$ cat src/rtl/cfg_attr_pkg.sv
package cfg_attr_pkg;

    localparam int DATA_W  = 32;
    localparam int BYTES   = DATA_W / 8;
    localparam int NREG    = 5;
    localparam int REG_ID  = 0;
    localparam int REG_RW  = 1;
    localparam int REG_ST  = 2;
    localparam int REG_WO  = 3;
    localparam int REG_W1O = 4;

    typedef enum logic [2:0] {
        ATTR_RO,
        ATTR_RW,
        ATTR_W1C,
        ATTR_WO,
        ATTR_W1O
    } attr_e;

    function automatic attr_e attr_of(input int idx);
        case (idx)
            REG_RW:  return ATTR_RW;
            REG_ST:  return ATTR_W1C;
            REG_WO:  return ATTR_WO;
            REG_W1O: return ATTR_W1O;
            default: return ATTR_RO;
        endcase
    endfunction

endpackage

$ cat src/rtl/cfg_decode.sv
module cfg_decode #(
    parameter int FUNC_W   = 3,
    parameter int ADDR_W   = 6,
    parameter int FUNC_NUM = 0,
    parameter int NREG     = 5
) (
    input  logic              req_valid,
    input  logic [FUNC_W-1:0] req_func,
    input  logic [ADDR_W-1:0] req_addr,
    output logic              claim,
    output logic [NREG-1:0]   hit
);
    assign claim = req_valid && (req_func == FUNC_W'(FUNC_NUM));

    for (genvar i = 0; i < NREG; i++) begin : g_hit
        assign hit[i] = claim && (req_addr == ADDR_W'(i));
    end
endmodule

$ cat src/rtl/cfg_attr_lane.sv
module cfg_attr_lane
    import cfg_attr_pkg::*;
#(
    parameter attr_e ATTR = ATTR_RW
) (
    input  logic [7:0] cur,
    input  logic       locked,
    input  logic       wr_en,
    input  logic [7:0] wdata,
    input  logic [7:0] hw,
    output logic [7:0] nxt
);
    localparam bit IS_LOAD = (ATTR == ATTR_RW) || (ATTR == ATTR_WO);
    localparam bit IS_W1C  = (ATTR == ATTR_W1C);
    localparam bit IS_W1O  = (ATTR == ATTR_W1O);

    logic       eff;
    logic [7:0] wmask;

    assign eff   = wr_en && !locked;
    assign wmask = eff ? wdata : 8'h00;

    always_comb begin
        if (IS_LOAD)      nxt = eff ? wdata : cur;
        else if (IS_W1C)  nxt = (cur & ~wmask) | hw;
        else if (IS_W1O)  nxt = cur | wmask;
        else              nxt = cur;
    end
endmodule

$ cat src/rtl/cfg_attr_regs.sv
module cfg_attr_regs
    import cfg_attr_pkg::*;
#(
    parameter int          FUNC_W   = 3,
    parameter int          ADDR_W   = 6,
    parameter int          FUNC_NUM = 0,
    parameter logic [15:0] DEV_ID   = 16'h5A3C,
    parameter logic [15:0] VEN_ID   = 16'hC0DE
) (
    input  logic              clk,
    input  logic              rst,
    input  logic              req_valid,
    input  logic              req_write,
    input  logic [FUNC_W-1:0] req_func,
    input  logic [ADDR_W-1:0] req_addr,
    input  logic [3:0]        req_be,
    input  logic [31:0]       req_wdata,
    input  logic [31:0]       hw_set,
    output logic              rsp_valid,
    output logic              rsp_claim,
    output logic [31:0]       rsp_rdata
);
    localparam logic [DATA_W-1:0] ID_WORD = {DEV_ID, VEN_ID};

    typedef struct packed {
        logic [NREG-1:1][DATA_W-1:0] val;
        logic [BYTES-1:0]            wo_lock;
        logic                        rsp_valid;
        logic                        rsp_claim;
        logic [DATA_W-1:0]           rsp_rdata;
    } state_t;

    state_t st_d, st_q;

    logic                        claim;
    logic [NREG-1:0]             hit;
    logic [NREG-1:1][DATA_W-1:0] lane_nxt;

    cfg_decode #(
        .FUNC_W  (FUNC_W),
        .ADDR_W  (ADDR_W),
        .FUNC_NUM(FUNC_NUM),
        .NREG    (NREG)
    ) dec_i (
        .req_valid(req_valid),
        .req_func (req_func),
        .req_addr (req_addr),
        .claim    (claim),
        .hit      (hit)
    );

    for (genvar r = 1; r < NREG; r++) begin : g_reg
        for (genvar b = 0; b < BYTES; b++) begin : g_byte
            cfg_attr_lane #(.ATTR(attr_of(r))) lane_i (
                .cur   (st_q.val[r][b*8 +: 8]),
                .locked((r == REG_WO) ? st_q.wo_lock[b] : 1'b0),
                .wr_en (hit[r] && req_write && req_be[b]),
                .wdata (req_wdata[b*8 +: 8]),
                .hw    ((r == REG_ST) ? hw_set[b*8 +: 8] : 8'h00),
                .nxt   (lane_nxt[r][b*8 +: 8])
            );
        end
    end

    always_comb begin
        st_d           = st_q;
        st_d.val       = lane_nxt;
        for (int b = 0; b < BYTES; b++) begin
            st_d.wo_lock[b] = st_q.wo_lock[b] |
                              (hit[REG_WO] && req_write && req_be[b]);
        end
        st_d.rsp_valid = req_valid;
        st_d.rsp_claim = claim;
        st_d.rsp_rdata = '0;
        if (claim && !req_write) begin
            if (hit[REG_ID]) st_d.rsp_rdata = ID_WORD;
            for (int i = 1; i < NREG; i++) begin
                if (hit[i]) st_d.rsp_rdata = st_q.val[i];
            end
        end
    end

    always_ff @(posedge clk) begin
        if (rst) st_q <= '0;
        else     st_q <= st_d;
    end

    assign rsp_valid = st_q.rsp_valid;
    assign rsp_claim = st_q.rsp_claim;
    assign rsp_rdata = st_q.rsp_rdata;

    AST_UNCLAIMED_ZERO: assert property (@(posedge clk) disable iff (rst)
        (rsp_valid && !rsp_claim) |-> (rsp_rdata == '0));
    AST_RSP_ONE_CYCLE: assert property (@(posedge clk) disable iff (rst)
        req_valid |=> rsp_valid);
    AST_NO_RSP_IDLE: assert property (@(posedge clk) disable iff (rst)
        !req_valid |=> (!rsp_valid && !rsp_claim));
    AST_STICKY_HOLDS: assert property (@(posedge clk) disable iff (rst)
        1'b1 |=> ((st_q.val[REG_W1O] & $past(st_q.val[REG_W1O])) ==
                  $past(st_q.val[REG_W1O])));
    AST_HW_SET_WINS: assert property (@(posedge clk) disable iff (rst)
        (hw_set != '0) |=> ((st_q.val[REG_ST] & $past(hw_set)) == $past(hw_set)));
    for (genvar b = 0; b < BYTES; b++) begin : g_wo_chk
        AST_WO_LOCK_STABLE: assert property (@(posedge clk) disable iff (rst)
            st_q.wo_lock[b] |=> $stable(st_q.val[REG_WO][b*8 +: 8]));
        AST_WO_LOCK_KEEP: assert property (@(posedge clk) disable iff (rst)
            st_q.wo_lock[b] |=> st_q.wo_lock[b]);
    end
endmodule

$ cat config.mk
export PLATFORM = sky130hd
export DESIGN_NAME = cfg_attr_regs
export DESIGN_NICKNAME = d
export VERILOG_FILES = /design/src/rtl/cfg_attr_pkg.sv /design/src/rtl/cfg_decode.sv /design/src/rtl/cfg_attr_lane.sv /design/src/rtl/cfg_attr_regs.sv
export SDC_FILE = /design/constraint.sdc
export NUM_CORES = 1
export LEC_CHECK = 0
export CAP_MARGIN = 20
export CORE_MARGIN = 2
export CORE_UTILIZATION = 60
export CTS_CLUSTER_SIZE = 30
export DETAILED_ROUTE_END_ITERATION = 8
export DONT_BUFFER_PORTS = 1
export PLACE_DENSITY = 0.76
export SLEW_MARGIN = 20
export SYNTH_ARGS = -nofsm -noshare
export SYNTH_HDL_FRONTEND = slang
export SYNTH_SLANG_ARGS = --single-unit
$ cat constraint.sdc
create_clock -name clk -period 2.7 [get_ports clk]
set_input_delay 0.405 -clock clk [delete_from_list [all_inputs] [get_ports clk]]
set_output_delay 0.405 -clock clk [all_outputs]
set_load 0.05 [all_outputs]
== Yosys cells after proc, flatten, opt, wreduce, memory -nomap -nowiden ==
Index checks and enable logic that the tools add are counted.
Word-level totals
  bits in registers: 166
  input port bits: 81
  output and inout bits: 34
  word-level logic and storage cells: 91
Operators by class
  eq/ne operators: 4
  mux-type cells: 13
  bitwise gates (word level): 21
  reduce and logical (&&, ||, !) cells: 39
Operator list (count)
  32-bit two-way mux: 4
  8-bit two-way mux: 8
  8-bit OR: 8
  8-bit bitwise AND: 4
  8-bit inverter: 4
  1-bit logical AND: 31
  31-bit two-way mux: 1
  6-bit by 2-bit == test with 1-bit output, second input constant: 2
  6-bit by 1-bit == test with 1-bit output, second input constant: 1
  6-bit by 3-bit == test with 1-bit output, second input constant: 1
  6-bit zero test: 1
  1-bit zero test: 5
  1-bit OR: 4
  3-bit zero test: 1
  2-bit OR reduction: 1
  1-bit inverter: 1

== Logic depth before layout (Yosys ltp) ==
  depth in word-level cells: 9
  gate-level depth with buffers: 6
  depth with buffers taken out: 3

== Hierarchy ==
A second synthesis with hierarchy kept.
Unflattened totals
  cell total of the unflattened synthesis: 765
  area, all modules: 7764.9 sq um
Modules (own cells, without submodules)
  cfg_attr_regs: instances 1, cells each 529, area each 5637.9 sq um
  cfg_attr_lane at g_reg[1].g_byte[0].lane_i ...: instances 8, cells each 10, area each 145.1 sq um
  cfg_attr_lane at g_reg[2].g_byte[0].lane_i ...: instances 4, cells each 26, area each 135.1 sq um
  cfg_attr_lane at g_reg[4].g_byte[0].lane_i ...: instances 4, cells each 10, area each 85.1 sq um
  cfg_decode: instances 1, cells each 12, area each 85.1 sq um

== Least setup slack after synthesis ==
OpenSTA, ideal clock, no wires.
  path kind: input-to-reg
  start: input req_func[1]
  end: register st_q[126] (netlist bit)
  library setup time: 72 ps
  data arrival time: 1978 ps
  data required time: 2628 ps
  slack: 651 ps
  stages on the path: 5
  cells stage by stage: or4b_1 > buf_6 > buf_12 > nor4_4 > mux2i_1
Between the ends
  longest elaborated chain between the ends: 6
Ends and longest elaborated chain
  start, declared: line cfg_attr_regs.sv:14  | input logic [FUNC_W-1:0] req_func,
  3-bit zero test: line cfg_decode.sv:13  | assign claim = req_valid && (req_func == FUNC_W'(FUNC_NUM));
  1-bit logical AND: line cfg_decode.sv:13
  1-bit logical AND: line cfg_decode.sv:16  | assign hit[i] = claim && (req_addr == ADDR_W'(i));
  1-bit logical AND (2 in a row): line cfg_attr_regs.sv:57  | .wr_en (hit[r] && req_write && req_be[b]),
  1-bit logical AND: line cfg_attr_lane.sv:20  | assign eff = wr_en && !locked;
  end signal, assigned: line cfg_attr_regs.sv:85  | else st_q <= st_d;
  end, declared: line cfg_attr_regs.sv:33  | state_t st_d, st_q;
Every way passes these cells.
A chain may end at the register's enable or synchronous reset.

== Worst setup path in the final report ==
  start: input req_addr[3]
  end: register st_q[67] (netlist bit)
Between the ends
  longest elaborated chain between the ends: 4
Ends and longest elaborated chain
  start, declared: line cfg_attr_regs.sv:15  | input logic [ADDR_W-1:0] req_addr,
  6-bit by 1-bit == test with 1-bit output: line cfg_decode.sv:16
  1-bit logical AND: line cfg_decode.sv:16
  1-bit logical AND (2 in a row): line cfg_attr_regs.sv:57
Every way passes these cells.

==> out/results.tsv <==
metric	value	unit
vias in the first global route	6045	
status	completed	
# IOs	115	
Worst-path clk slew	0.06	ns
fin nets	825	
Post-Syn Instances	771	
Startpoint Class	primary input	
cell leakage power	3.31	nW
critical path type	in -> reg	
post-synthesis sequential area ratio	0.442	
final max-slew violation count	0	
syn avg cell area	9.76	sq um
final setup fails	0	
post-DP HPWL	11.8	mm
largest area contributor in the netlist	dfxtp_1	
clk sinks	166	
initial core utilization	0.621	
Congestion Overflow GR	0	
Rel. slew slack	0.334	
share of cells above drive strength 1	0.111	
core area	12100	sq um
DR WL/cell	21.1	um
FP Rows	40	
Detailed Route WL	19.5	mm
initial antenna violation count	0	
Required @ worst endpoint	2.99	ns
Critical Path AT	2.15	ns
maximum VDD drop	0.000658	V
register area	3320	sq um
commonest cells in the netlist	166 x dfxtp_1, 97 x nand2b_1, 96 x mux2i_1, 57 x inv_1, 51 x clkbuf_1	
cts bufs inserted	17	
ANT cells	0	
count of state elements after synthesis	166	
crit path time final	1.86	ns
First DRT Iteration DRCs	524	
CTS HTree Levels	4	
RSZ-0062 raised after global routing	false	
total die area	13400	sq um
pre-CTS WS	0.406	ns
clk buf depth	2	
syn_nets	852	
Clk Latency, worst-skew pair	0.43	ns
CTS root buf	clkbuf_16	
Async SR Flop Fraction	0	
postcts setup bufs	0	
Yosys top cell area share	0.442	
max-cap violations	0	
cts repair resizes	0	
CTS Hold Bufs	0	
Post-synth EDFFs	0	
GRT Util Overall	0.296	
post-route setup TNS	0	ns
Residual DRC	0	
Layout area overhead	9.63	%
CTS tree	yes	
Crit. End Element	flip-flop	
FMAX	537	MHz
DR vias/cell	6.34	
first-pass GRT wire length	30.6	mm
DR vias	5865	
Pwr Density	635	nW/um^2
die height	116	um
Hold Vio Cnt, Final	0	
Slew @ Worst Pin	0.999	ns
min-delay worst type	in -> reg	
most area-consuming cells after synthesis	dfxtp_1 44%, mux2i_1 13%, nand2b_1 8.1%	
DRT Pass-1 Iters	5	
fillers	952	
warning count from the yosys run	0	
Routability Congestion	0.796	
Netlist cell types	39	
Post-DRT Antenna Nets	0	
Die W	116	um
Critical Path Fanout Max	9	
Worst Skew	0.00801	ns
Tcrit/Tclk final	0.690	
pin count of the biggest net entering global routing	170	
Synth Flop Type	dfxtp_1	
count leader, synth	dfxtp_1	
multi-input combinational cell area	3730	sq um
IO Port Bufs	0	
post-route setup slack	0.838	ns
post-synthesis cell area	7520	sq um
## through the flow
stage	hold WS, ns	cell area [sq um]	utilization	power [W]	std cells
2_1_floorplan	0.426	7520	-	0.00281	771
3_3_place_gp	0.426	7630	0.630	0.00277	893
3_5_place_dp	0.434	7630	0.630	0.00278	893
4_1_cts	0.0416	8250	0.681	0.00525	925
5_1_grt	0.0303	8250	0.681	0.00538	925
6_report	0.0473	8250	0.681	0.00523	925
## routing by layer
metal  global-route usage  wire, um
met5                    0         0
met2                0.495      9660
met3               0.0774      1540
met4               0.0952       298
met1                0.375      7980
## cell families (layout without fill, tap and decap cells)
group	Yosys count	count (layout)	share of synthesized area
AOI/OAI and AO/OA	148	148	0.159
buffers and inverters	124	110	0.0677
DFF	166	166	0.442
and+or+nand+nor	237	237	0.204
muxes	96	96	0.128
## final timing paths
path                   startpoint                endpoint  slack [ns]  cells past startpoint
max                   req_addr[3]   st_q[67]$_SDFFE_PP0P_        0.84                      3
min                           rst     st_q[75]$_SDFF_PP0_        0.05                      1
min reg2reg  st_q[158]$_SDFF_PP0_    st_q[158]$_SDFF_PP0_        0.45                      2
max reg2reg   st_q[36]$_SDFF_PP0_  st_q[123]$_SDFFE_PP0P_        1.25                      3
## power by group
group	internal (W)	total (W)	switching (W)
combinational	0.000116	0.000222	0.000106
clock	0.00155	0.00250	0.000952
sequential	0.00249	0.00251	0.0000249
## critical path: stages
cell and delay, ns:
or3_1 0.65, or4_1 0.88, mux2i_1 0.21
## sequential cells by signal, summed over array words and instances (netlist names)
register,flops
st_q,132
rsp_rdata,32
rsp_claim,1
rsp_valid,1
## cells in the final DEF, fill, tap and decap left out, types with 3 or more instances in the layout
cell / netlist / layout
a32o_1: 16 / 16
nor2_1: 42 / 42
bufinv_16: 0 / 3
dfxtp_1: 166 / 166
buf_4: 0 / 21
a311oi_1: 32 / 32
clkbuf_8: 0 / 4
nand2_1: 4 / 4
inv_1: 57 / 57
a211oi_1: 16 / 16
o221a_2: 16 / 16
clkbuf_16: 0 / 17
nand4_1: 27 / 27
a2bb2oi_1: 16 / 16
nand4b_1: 4 / 4
and3_1: 32 / 32
a21oi_1: 40 / 40
a41oi_1: 8 / 8
mux2i_1: 96 / 96
clkbuf_1: 51 / 3
o21ba_2: 3 / 3
clkinv_2: 0 / 3
nand2b_1: 97 / 97
nor4_4: 8 / 10
and3b_1: 4 / 4
nor4_1: 3 / 3
## layout make-up
type                            instances  area share
Multi-Input combinational cell        481       0.452
Clock inverter                          8      0.0146
Sequential cell                       166       0.403
Inverter                               57      0.0259
Tap cell                              168      0.0255
Clock buffer                           24      0.0596
Timing Repair Buffer                   21      0.0191
(Power assumes the default switching activity.)
